`config.mk`:
```
export PLATFORM = sky130hd
export DESIGN_NAME = dbg_brk_unit
export DESIGN_NICKNAME = d
export VERILOG_FILES = /design/src/rtl/dbg_brk_pkg.sv /design/src/rtl/dbg_brk_cmp.sv /design/src/rtl/dbg_brk_prio.sv /design/src/rtl/dbg_brk_unit.sv
export SDC_FILE = /design/constraint.sdc
export NUM_CORES = 1
export LEC_CHECK = 0
export BUFFER_PORTS_ARGS = -buffer_cell sky130_fd_sc_hd__buf_4
export CAP_MARGIN = 20
export CORE_ASPECT_RATIO = 1.2
export CORE_MARGIN = 2
export CORE_UTILIZATION = 60
export CTS_BUF_LIST = sky130_fd_sc_hd__clkbuf_16
export CTS_CLUSTER_DIAMETER = 150
export DETAILED_ROUTE_END_ITERATION = 10
export PLACE_DENSITY = 0.81
export SETUP_SLACK_MARGIN = 0.5
export SLEW_MARGIN = 25
export SYNTH_ARGS = -nofsm -noshare
export SYNTH_HDL_FRONTEND = slang
export SYNTH_SLANG_ARGS = --single-unit
```
`constraint.sdc`:
```
create_clock -name clk -period 3.1 [get_ports clk]
set_clock_uncertainty 0.05 [all_clocks]
set_input_delay 0.31 -clock clk [delete_from_list [all_inputs] [get_ports clk]]
set_output_delay 0.31 -clock clk [all_outputs]
set_load 0.02 [all_outputs]
```
`src/rtl/dbg_brk_pkg.sv`:
```
package dbg_brk_pkg;
  typedef enum logic [1:0] {
    BT_EXEC  = 2'b00,
    BT_READ  = 2'b01,
    BT_WRITE = 2'b10,
    BT_RW    = 2'b11
  } brk_type_e;

  localparam int REG_CTRL     = 0;
  localparam int REG_STAT     = 1;
  localparam int REG_CMP_BASE = 2;
  localparam int ST_SRC_LSB   = 8;
endpackage

```
`src/rtl/dbg_brk_cmp.sv`:
```
module dbg_brk_cmp #(
  parameter int AW = 24,
  parameter int CW = 5
) (
  input  logic          en_i,
  input  logic [1:0]    type_i,
  input  logic [AW-1:0] base_i,
  input  logic [CW-1:0] cnt_i,
  input  logic [AW-1:0] pc_i,
  input  logic          insn_valid_i,
  input  logic [AW-1:0] daddr_i,
  input  logic          drd_i,
  input  logic          dwr_i,
  output logic          hit_o
);
  import dbg_brk_pkg::*;

  localparam logic [CW-1:0] CNT_MAX = CW'(AW - 1);

  logic [CW-1:0] eff_cnt;
  logic [AW-1:0] mask;
  logic          pc_eq, da_eq;

  always_comb begin
    eff_cnt = (cnt_i > CNT_MAX) ? CNT_MAX : cnt_i;
    mask    = {AW{1'b1}} << eff_cnt;
    pc_eq   = ((pc_i ^ base_i) & mask) == '0;
    da_eq   = ((daddr_i ^ base_i) & mask) == '0;
    unique case (brk_type_e'(type_i))
      BT_EXEC:  hit_o = en_i & insn_valid_i & pc_eq;
      BT_READ:  hit_o = en_i & drd_i & da_eq;
      BT_WRITE: hit_o = en_i & dwr_i & da_eq;
      default:  hit_o = en_i & (drd_i | dwr_i) & da_eq;
    endcase
  end
endmodule

```
`src/rtl/dbg_brk_prio.sv`:
```
module dbg_brk_prio #(
  parameter int N  = 4,
  parameter int IW = 2
) (
  input  logic [N-1:0]  req_i,
  output logic [IW-1:0] idx_o
);
  always_comb begin
    idx_o = '0;
    for (int i = N - 1; i >= 0; i--) begin
      if (req_i[i]) idx_o = IW'(i);
    end
  end
endmodule

```
`src/rtl/dbg_brk_unit.sv`:
```
module dbg_brk_unit #(
  parameter int NUM_CMP = 4,
  parameter int AW      = 24,
  parameter int RAW     = 4,
  parameter int CW      = 5
) (
  input  logic           clk,
  input  logic           rst,
  input  logic [AW-1:0]  pc_i,
  input  logic           insn_valid_i,
  input  logic           brk_decode_i,
  input  logic [AW-1:0]  daddr_i,
  input  logic           drd_i,
  input  logic           dwr_i,
  input  logic [RAW-1:0] reg_addr_i,
  input  logic           reg_we_i,
  input  logic [AW-1:0]  reg_wdata_i,
  input  logic           reg_rd_i,
  output logic [AW-1:0]  reg_rdata_o,
  output logic           halt_o,
  output logic           loop_hold_o,
  output logic           illegal_trap_o
);
  import dbg_brk_pkg::*;

  localparam int DW      = AW;
  localparam int SRCW    = (NUM_CMP > 1) ? $clog2(NUM_CMP) : 1;
  localparam int ST_SW   = NUM_CMP;
  localparam int ST_ILL  = NUM_CMP + 1;
  localparam int ST_FLAG = NUM_CMP + 2;

  // configuration state
  logic                ctrl_en_q, ctrl_loop_q;
  logic [AW-1:0]       cmp_addr_q [NUM_CMP];
  logic [1:0]          cmp_type_q [NUM_CMP];
  logic [NUM_CMP-1:0]  cmp_en_q;
  logic [CW-1:0]       cmp_cnt_q  [NUM_CMP];

  // status state
  logic [NUM_CMP-1:0]  hit_q;
  logic                sw_q, ill_q, flag_q;
  logic [SRCW-1:0]     src_q;

  logic [NUM_CMP-1:0]  hit_vec;
  logic [SRCW-1:0]     prio_idx;
  logic                stat_we, brk_evt, sw_evt, ill_evt;
  logic [DW-1:0]       rd_mux;

  assign stat_we = reg_we_i && (reg_addr_i == RAW'(REG_STAT));
  assign sw_evt  = brk_decode_i & ctrl_en_q;
  assign ill_evt = brk_decode_i & ~ctrl_en_q;
  assign brk_evt = (|hit_vec) | sw_evt;

  always_ff @(posedge clk) begin
    if (rst) begin
      ctrl_en_q   <= 1'b0;
      ctrl_loop_q <= 1'b0;
    end else if (reg_we_i && reg_addr_i == RAW'(REG_CTRL)) begin
      ctrl_en_q   <= reg_wdata_i[0];
      ctrl_loop_q <= reg_wdata_i[1];
    end
  end

  for (genvar g = 0; g < NUM_CMP; g++) begin : g_cmp
    localparam logic [RAW-1:0] A_ADDR = RAW'(REG_CMP_BASE + 2 * g);
    localparam logic [RAW-1:0] A_CFG  = RAW'(REG_CMP_BASE + 2 * g + 1);

    always_ff @(posedge clk) begin
      if (rst) begin
        cmp_addr_q[g] <= '0;
        cmp_type_q[g] <= '0;
        cmp_en_q[g]   <= 1'b0;
        cmp_cnt_q[g]  <= '0;
      end else if (reg_we_i) begin
        if (reg_addr_i == A_ADDR) cmp_addr_q[g] <= reg_wdata_i;
        if (reg_addr_i == A_CFG) begin
          cmp_type_q[g] <= reg_wdata_i[1:0];
          cmp_en_q[g]   <= reg_wdata_i[2];
          cmp_cnt_q[g]  <= reg_wdata_i[4 +: CW];
        end
      end
    end

    dbg_brk_cmp #(.AW(AW), .CW(CW)) u_cmp (
      .en_i         (cmp_en_q[g] & ctrl_en_q),
      .type_i       (cmp_type_q[g]),
      .base_i       (cmp_addr_q[g]),
      .cnt_i        (cmp_cnt_q[g]),
      .pc_i         (pc_i),
      .insn_valid_i (insn_valid_i),
      .daddr_i      (daddr_i),
      .drd_i        (drd_i),
      .dwr_i        (dwr_i),
      .hit_o        (hit_vec[g])
    );
  end

  dbg_brk_prio #(.N(NUM_CMP), .IW(SRCW)) u_prio (
    .req_i (hit_vec),
    .idx_o (prio_idx)
  );

  // status: write-one-to-clear, new events win over the clear
  always_ff @(posedge clk) begin
    if (rst) begin
      hit_q          <= '0;
      sw_q           <= 1'b0;
      ill_q          <= 1'b0;
      flag_q         <= 1'b0;
      src_q          <= '0;
      illegal_trap_o <= 1'b0;
      halt_o         <= 1'b0;
      loop_hold_o    <= 1'b0;
    end else begin
      hit_q  <= (hit_q  & ~(stat_we ? reg_wdata_i[NUM_CMP-1:0] : '0)) | hit_vec;
      sw_q   <= (sw_q   & ~(stat_we & reg_wdata_i[ST_SW]))   | sw_evt;
      ill_q  <= (ill_q  & ~(stat_we & reg_wdata_i[ST_ILL]))  | ill_evt;
      flag_q <= (flag_q & ~(stat_we & reg_wdata_i[ST_FLAG])) | brk_evt;
      if (|hit_vec) src_q <= prio_idx;
      illegal_trap_o <= ill_evt;
      if (brk_evt) begin
        halt_o      <= ~ctrl_loop_q;
        loop_hold_o <= ctrl_loop_q;
      end else if (stat_we && reg_wdata_i[ST_FLAG]) begin
        halt_o      <= 1'b0;
        loop_hold_o <= 1'b0;
      end
    end
  end

  always_comb begin
    rd_mux = '0;
    if (reg_addr_i == RAW'(REG_CTRL)) begin
      rd_mux[1:0] = {ctrl_loop_q, ctrl_en_q};
    end else if (reg_addr_i == RAW'(REG_STAT)) begin
      rd_mux[NUM_CMP-1:0]         = hit_q;
      rd_mux[ST_SW]               = sw_q;
      rd_mux[ST_ILL]              = ill_q;
      rd_mux[ST_FLAG]             = flag_q;
      rd_mux[ST_SRC_LSB +: SRCW]  = src_q;
    end
    for (int g = 0; g < NUM_CMP; g++) begin
      if (reg_addr_i == RAW'(REG_CMP_BASE + 2 * g))
        rd_mux = cmp_addr_q[g];
      if (reg_addr_i == RAW'(REG_CMP_BASE + 2 * g + 1))
        rd_mux = DW'({cmp_cnt_q[g], 1'b0, cmp_en_q[g], cmp_type_q[g]});
    end
  end

  always_ff @(posedge clk) begin
    if (rst) reg_rdata_o <= '0;
    else if (reg_rd_i) reg_rdata_o <= rd_mux;
  end
endmodule

```
Yosys cells after proc, flatten, opt, wreduce, memory -nomap -nowiden:

Memory sizes are Yosys's and may differ from the RTL's.
Index checks and enable logic that the tools add are counted.

* register bits: 42
* bits in latches: 0
* memory bits (writable): 124
* bits in read-only memories: 0
* input port bits: 84
* output and inout bits: 27
* logic and storage cells: 225
* memories: 3

* $add $sub $neg: 0
* $mul: 0
* div/mod/pow operators: 0
* order comparisons: 4
* equality and inequality tests: 17
* shift-type cells: 4
* multiplexer cells: 75
* bitwise gates (word level): 85
* reduce and logical (&&, ||, !) cells: 22

Memories
* cmp_addr_q: depth 4, bits a word 24, rd ports 4, clocked after memory_dff 0, wr ports 4, line dbg_brk_unit.sv:34 `logic [AW-1:0] cmp_addr_q [NUM_CMP];`
* cmp_cnt_q: depth 4, bits a word 5, rd ports 4, clocked after memory_dff 0, wr ports 4, line dbg_brk_unit.sv:37 `logic [CW-1:0] cmp_cnt_q [NUM_CMP];`
* cmp_type_q: depth 4, bits a word 2, rd ports 4, clocked after memory_dff 0, wr ports 4, line dbg_brk_unit.sv:35 `logic [1:0] cmp_type_q [NUM_CMP];`

Operators by type and width (count)
* 24-bit two-way mux: 12
* 24-bit bitwise AND: 8
* 24-bit logical NOT: 8
* 24-bit bitwise XOR: 8
* 24-bit by 5-bit left shift with 24-bit output, first input constant: 4
* 5-bit two-way mux: 9
* 1-bit bitwise AND: 44
* 1-bit two-way mux: 37
* 2-bit two-way mux: 11
* 5-bit > comparator, second input constant: 4
* 1-bit bitwise OR: 17
* 4-bit by 3-bit equality test with 1-bit output, second input constant: 4
* 1-bit one-hot mux with 3 select lines: 4
* 2-bit by 1-bit equality test with 1-bit output, second input constant: 4
* 2-bit equality test, second input constant: 4
* 4-bit by 2-bit equality test with 1-bit output, second input constant: 2
* 4-bit equality test, second input constant: 2
* 2-bit logical NOT: 4
* 2-bit AND reduction: 4
* 7-bit two-way mux: 1
* 1-bit NOT: 5
* 4-bit bitwise AND: 1
* 4-bit by 1-bit equality test with 1-bit output, second input constant: 1
* 4-bit logical NOT: 1
* 6 further kinds: 8

Logic depth before layout (Yosys ltp):

Gate-level depths: netlist of run 1.

* depth after elaboration: 11
* depth in mapped cells: 10

Cells and area by module:

Synthesis of run 1 repeated with hierarchy kept, for this count alone.

* cell total of the unflattened synthesis: 1183
* area, all modules: 11663.7 µm²

Modules (own cells, without submodules)
* dbg_brk_unit: times used 1, cells an instance 625, area an instance 7403.4 µm², seq. area each 4564.4 µm²
* dbg_brk_cmp (g_cmp[0].u_cmp ...): times used 3, cells an instance 139, area an instance 1072.3 µm², seq. area each 0.0 µm²
* dbg_brk_cmp (g_cmp[3].u_cmp): times used 1, cells an instance 136, area an instance 1016.0 µm², seq. area each 0.0 µm²
* dbg_brk_prio: times used 1, cells an instance 5, area an instance 27.5 µm², seq. area each 0.0 µm²

Least setup slack after synthesis of run 1:

OpenSTA, ideal clock, no wires.

* path kind: input to register
* start point: input port reg_addr_i[0]
* end point: memory cmp_addr_q[0][0] (enable)
* library setup time: 381 ps
* arrival: 2117 ps
* data required time: 2669 ps
* slack: 552 ps
* cell stages on the path: 6
* cell sequence: clkbuf_1 > nand2b_1 > nor3_1 > clkbuf_1 > nand2_1 > nand2_1

RTL lines
* start, declared: line dbg_brk_unit.sv:15 `input logic [RAW-1:0] reg_addr_i,`
* end, declared: line dbg_brk_unit.sv:34

==> summary.txt, run 1 <==
Hold Violations, Final: 0
largest family of logic cells by synthesized area: compound AO/OA/AOI/OAI gates
Top-Level Pins: 111
Max stage delay on crit path: 0.50 ns
CP startpoint kind: register
kind of critical path: reg -> reg
Final Max Tran Viols: 0
Remaining Overflow, GRT: 0
maximum buffer depth of the clock tree: 2
Max Freq: 0.371 GHz
Yosys Warn Count: 0
Hold Slack: 0.114 ns
Max-Slew Margin vs Limit: 47.9%
Flop pwr share: 42.8%
P_int: 4220 µW
worst path required time: 3.39 ns
unrepaired setup endpoints after global routing: yes
Setup crit end kind: register
post-synthesis register bit count: 166
family with the most delay on the worst path: compound AO/OA/AOI/OAI gates
vias in the first global route: 10466
# hold bufs at CTS: 0
area leader, netlist: edfxtp_1
TritonCTS clock tree: built
Setup TNS Final: 0 ns
post-DP HPWL: 33.6 mm
Avg Synthesized Cell Area: 9.53 µm²
initial antenna violation count: 2
Routed WL per cell: 30.0 µm
fill count: 1253
LEAKAGE: 0.00495 µW
Yosys cell types: 78
total number of H-tree levels: 4
clock latency on the worst-skew pair: 0.44 ns
CP max-delay cell: edfxtp_1
DRT antenna net count: 0
Die ar.: 19600 µm²
power share of the clock group: 35.4%
Starting Density: 61.1%
slew at the pin with the worst max-slew slack: 0.778 ns
VDD IR max: 0.409 mV
Final Wtd Congestion: 1.05
Compound-Gate Fraction of Synth Area: 19.1%
CTS Sinks: 166
shortest period the worst path allows: 2.70 ns
Crit Path Max Fanout: 12
share of layout cells above drive strength 1: 23.3%
Period Utilization, post-route: 87.0%
top-area cell type share of the netlist area: 33.5%
Synth Area in Adders: 1.44%
clk root buf: clkbuf_16
PD cells: 465 nW/µm²
total power: 6260 µW
Max-cap violations: 0
sw power: 2040 µW
ranking of synthesized cells by area: edfxtp_1 34%, xnor2_1 10%, dfxtp_1 7.6%
Synth async-reset ratio: 0%
outcome: finished, final reports clean
worst reg2reg setup slack: 0.40 ns
most frequently used flop master after synthesis: edfxtp_1
# rows: 54
Synth Cell Area: 11100 µm²
setup violators final: 0
TritonCTS buffer count: 17
Syn-to-layout area delta: 21.2%
pin count of the biggest net entering global routing: 49
All-Layer GR Usage: 46.9%
sw frac: 32.5%
Reg clk slew, reported paths: 0.08 ns
Hold Path Class: in -> reg
DRT iter0 DRCs: 1834
IO Port Bufs: 110
Die W: 128 µm
final WL: 46.0 mm
worst-path cell chain: buf_4 -> a211o_1 -> a21oi_1 -> a2111oi_4 -> nand4_1 -> o22ai_4 -> nor2_2 -> nand3_2 -> mux2_4
vias: 10922
Pre-antenna DRT Iters: 7
Arr. time, crit path: 2.98 ns
Seq/Total Area, Yosys: 41.1%
DRC violations left: 0
simple logic cell fraction of the synthesized area: 18.1%
die height: 153 µm
nets: 1391
XOR/XNOR Fraction of Synth Area: 15.1%
Synth Instances: 1166
multiplexer share of the synthesized area: 0.676%
DR vias/cell: 7.12
EDFF count, synth: 124
core area: 18200 µm²
crit path buf inv count: 1
Syn Nets: 1262
combinational share of power: 21.8%
first-pass GRT wire length: 66.4 mm
## path summary, 6_finish.rpt
check | cells after the start | start | end
worst max register to register | 9 | cmp_cnt_q[2][3] | loop_hold_o
worst max-delay path | 9 | cmp_cnt_q[2][3] | loop_hold_o
worst min register to register | 2 | reg_rdata_o[22] | reg_rdata_o[22]
worst min-delay path | 2 | reg_wdata_i[11] | cmp_addr_q[1][11]
## layout make-up
class | count | area [µm²] | area share, %
clock inverters | 15 | 185 | 1.38
well taps | 224 | 280 | 2.08
diodes | 2 | 5.00 | 0.0372
inverters | 15 | 56.3 | 0.418
repair buffers | 212 | 1650 | 12.2
multi-input cells | 883 | 6300 | 46.8
flip-flops and latches | 166 | 4570 | 33.9
clock buffers | 17 | 425 | 3.16
## per-layer routing
metal  track usage [%]  routed length, µm
met1              59.6              15500
met4              22.9               3070
met5                 0                  0
met3              13.2               6660
met2              73.5              20800
## synthesized netlist by cell type (9+ instances only)
master,n
nand2_1,69
o22ai_1,14
nor4_1,10
edfxtp_1,124
buf_1,11
ha_1,12
xnor2_1,131
xor2_1,61
buf_2,9
a21oi_1,55
nand4_1,15
clkbuf_1,73
a211oi_1,10
nor3_1,44
and2_1,128
inv_1,15
nor2_1,57
o21ai_0,41
a311oi_1,23
dfxtp_1,42
a22oi_1,52
## repair_timing
item,in CTS,in global routing
pin swaps,13,10
resized for setup,38,16
buffers inserted,45,2
setup endpoints to repair,7,7
## placed cells by master (no fill, tap or decap), types with 8 or more instances in the layout
cell type | Yosys | routed
buf_4 | 5 | 203
xnor2_1 | 131 | 129
and2_1 | 128 | 128
edfxtp_1 | 124 | 124
nand2_1 | 69 | 69
xor2_1 | 61 | 61
nor2_1 | 57 | 54
a21oi_1 | 55 | 54
a22oi_1 | 52 | 52
dfxtp_1 | 42 | 41
nor3_1 | 44 | 37
o21ai_0 | 41 | 36
a311oi_1 | 23 | 22
clkbuf_16 | 0 | 17
nand4_1 | 15 | 15
inv_1 | 15 | 12
o22ai_1 | 14 | 12
ha_1 | 12 | 10
a211oi_1 | 10 | 9
nand2b_1 | 8 | 8
a222oi_1 | 8 | 8
## flip-flops by register name, summed over array words and instances, names as in the netlist
| signal | flops |
|---|---|
| ctrl_loop_q | 1 |
| halt_o | 1 |
| flag_q | 1 |
| cmp_cnt_q | 20 |
| ctrl_en_q | 1 |
| ill_q | 1 |
| hit_q | 4 |
| src_q | 2 |
| illegal_trap_o | 1 |
| cmp_en_q | 4 |
| loop_hold_o | 1 |
| cmp_type_q | 8 |
| sw_q | 1 |
| reg_rdata_o | 24 |
| cmp_addr_q | 96 |
## per-stage QoR
stage | setup slack [ns] | area, µm² | utilization (%) | cells
6_report | 0.403 | 13500 | 74.1 | 1534
5_1_grt | 0.343 | 13500 | 74.0 | 1532
4_1_cts | 0.462 | 13400 | 73.6 | 1530
3_5_place_dp | 0.0434 | 12200 | 67.3 | 1453
3_3_place_gp | 0.117 | 12200 | 67.3 | 1453
2_1_floorplan | 0.552 | 11100 | - | 1166
## power groups by stage
stage          logic (µW)  clock network (µW)  registers [µW]
2_1_floorplan         688                   0            2680
3_3_place_gp         1170                   0            2750
3_5_place_dp         1170                   0            2750
4_1_cts              1290                2210            2670
5_1_grt              1410                2290            2690
6_report             1360                2210            2680
## cells by family (layout without fill, tap and decap cells)
group                    count (synthesis)  after routing
buffers and inverters                  117            259
multiplexers                             7              7
adder cells (fa/ha/maj)                 13             13
AND/OR/NAND/NOR                        376            376
XOR/XNOR                               192            192
other                                    0              2
AO/OA/AOI/OAI                          295            295
flip-flops                             166            166
Note: power is estimated with default switching activity, not from simulation.
==> run 2, diff against run 1 <==
- PLACE_DENSITY: 0.81 -> 0.89
==> summary.txt, run 2 (synthesized netlist as in run 1, its figures left out) <==
total number of H-tree levels: 4 (unchanged)
setup violators final: 0 (unchanged)
sw frac: 33.3% (was 32.5%)
vias: 10768 (was 10922)
Biggest register: cmp_addr_q (unchanged)
die height: 153 µm (unchanged)
Top-Level Pins: 111 (unchanged)
Setup crit end kind: register (unchanged)
Period Utilization, post-route: 90.2% (was 87.0%)
Setup TNS Final: 0 ns (unchanged)
IO Port Bufs: 110 (unchanged)
initial antenna violation count: 2 (unchanged)
maximum buffer depth of the clock tree: 2 (unchanged)
clock latency on the worst-skew pair: 0.44 ns (about the same)
Max Freq: 0.358 GHz (was 0.371 GHz)
PD cells: 465 nW/µm² (about the same)
max reg flops: 96 (unchanged)
Reg clk slew, reported paths: 0.08 ns (about the same)
most frequent cells in the layout: 200 x buf_4, 129 x xnor2_1, 128 x and2_1 (was 203 x buf_4, 129 x xnor2_1, 128 x and2_1)
Max-cap violations: 0 (unchanged)
Routed WL per cell: 30.2 µm (was 30.0 µm)
# rows: 54 (unchanged)
Die ar.: 19600 µm² (unchanged)
Syn-to-layout area delta: 20.4% (was 21.2%)
final core utilization: 73.6% (was 74.1%)
Flop pwr share: 43.1% (was 42.8%)
share of layout cells above drive strength 1: 22.4% (was 23.3%)
unrepaired setup endpoints after global routing: yes (unchanged)
pin count of the biggest net entering global routing: 49 (unchanged)
P_int: 4150 µW (was 4220 µW)
outcome: finished, final reports clean (unchanged)
nets: 1385 (was 1391)
Hold Path Class: in -> reg (unchanged)
Max-Slew Margin vs Limit: 50.8% (was 47.9%)
Crit Path Max Fanout: 2 (was 12)
CTS Sinks: 166 (unchanged)
DRT iter0 DRCs: 2038 (was 1834)
All-Layer GR Usage: 46.7% (was 46.9%)
clk root buf: clkbuf_16 (unchanged)
slew at the pin with the worst max-slew slack: 0.736 ns (was 0.778 ns)
VDD IR max: 0.378 mV (was 0.409 mV)
# hold bufs at CTS: 0 (unchanged)
shortest period the worst path allows: 2.80 ns (was 2.70 ns)
Final Max Tran Viols: 0 (unchanged)
Pre-antenna DRT Iters: 9 (was 7)
TritonCTS clock tree: built (unchanged)
post-DP HPWL: 33.4 mm (was 33.6 mm)
n_diodes: 0 (was 2)
Die W: 128 µm (unchanged)
Arr. time, crit path: 3.06 ns (was 2.98 ns)
worst path required time: 3.37 ns (was 3.39 ns)
CP startpoint kind: register (unchanged)
Final Wtd Congestion: 1.07 (was 1.05)
combinational share of power: 21.6% (was 21.8%)
sw power: 2070 µW (was 2040 µW)
core area: 18200 µm² (unchanged)
Remaining Overflow, GRT: 0 (unchanged)
final WL: 46.1 mm (was 46.0 mm)
power share of the clock group: 35.3% (was 35.4%)
kind of critical path: reg -> reg (unchanged)
commonest non-fill, non-tap cell in the layout: buf_4 (unchanged)
DRC violations left: 0 (unchanged)
DR vias/cell: 7.06 (was 7.12)
DRT antenna net count: 0 (unchanged)
vias in the first global route: 10465 (was 10466)
TritonCTS buffer count: 17 (unchanged)
LEAKAGE: 0.00492 µW (was 0.00495 µW)
Largest regs: cmp_addr_q: 96 flops, reg_rdata_o: 24 flops, cmp_cnt_q: 20 flops (unchanged)
first-pass GRT wire length: 66.1 mm (was 66.4 mm)
Starting Density: 61.1% (unchanged)
Hold Violations, Final: 0 (unchanged)
==> run 2: changes by cell type in the layout (fill, tap and decap cells not counted), sizes merged <==
cell,delta
buf,-6
bufinv,-1
clkinv,+1
diode,-2
==> run 2: final timing paths <==
check,cells after the start,to,start,slack (ns)
worst min-delay path,2,cmp_addr_q[2][19],reg_wdata_i[19],0.12
worst max register to register,10,halt_o,cmp_type_q[2][0],0.30
worst min register to register,2,hit_q[1],hit_q[1],0.43
worst max-delay path,10,halt_o,cmp_type_q[2][0],0.30
==> run 2: power groups by stage <==
stage	Combinational (µW)	Clock, µW	Sequential (µW)
2_1_floorplan	688	0	2680
3_3_place_gp	1160	0	2750
3_5_place_dp	1160	0	2760
4_1_cts	1250	2180	2680
5_1_grt	1380	2270	2690
6_report	1340	2200	2680
==> run 2: final cells by class <==
type,instances,area (µm²)
Clock buffer,17,425
Clock inverter,15,185
Fill cell,1308,4800
Inverter,15,56.3
Multi-Input combinational cell,883,6240
Sequential cell,166,4570
Tap cell,224,280
Timing Repair Buffer,206,1620
==> run 2: layer usage <==
metal / track usage [%] / vias to the layer above / part of all wire, %
met4: 24.8 / 2 / 7.0
li1: - / 4497 / -
met3: 14.2 / 236 / 14
met5: 0 / - / 0.022
met2: 72.1 / 917 / 45
met1: 58.7 / 5116 / 34
==> run 2: critical path: stages, from the launching register on <==
cell       delay [ns]
edfxtp_1         0.38
inv_2            0.08
ha_4             0.27
nor3_2           0.04
or4_4            0.53
a2111oi_4        0.30
nand4_1          0.20
o22ai_4          0.35
nor2_4           0.06
nand3_2          0.11
mux2_4           0.31
==> run 2: metrics by stage <==
stage / instance area, µm² / cells / hold WS, ns / total power, µW / setup WS, ns
floorplan: 11100 / 1166 / 0.387 / 3370 / 0.552
global placement: 12200 / 1453 / 0.412 / 3910 / 0.259
detailed placement: 12200 / 1453 / 0.414 / 3910 / 0.192
CTS: 13200 / 1515 / 0.107 / 6100 / 0.426
global route: 13400 / 1526 / 0.116 / 6340 / 0.272
finish: 13400 / 1526 / 0.118 / 6220 / 0.304
==> run 2: what timing repair did <==
action / 4_1_cts / 5_1_grt
setup buffers: 30 / 11
resized for setup: 10 / 24
pin swaps: 5 / 6
setup endpoints to repair: 6 / 6
hold endpoints to repair: 0 / 0
cloned: 0 / 0
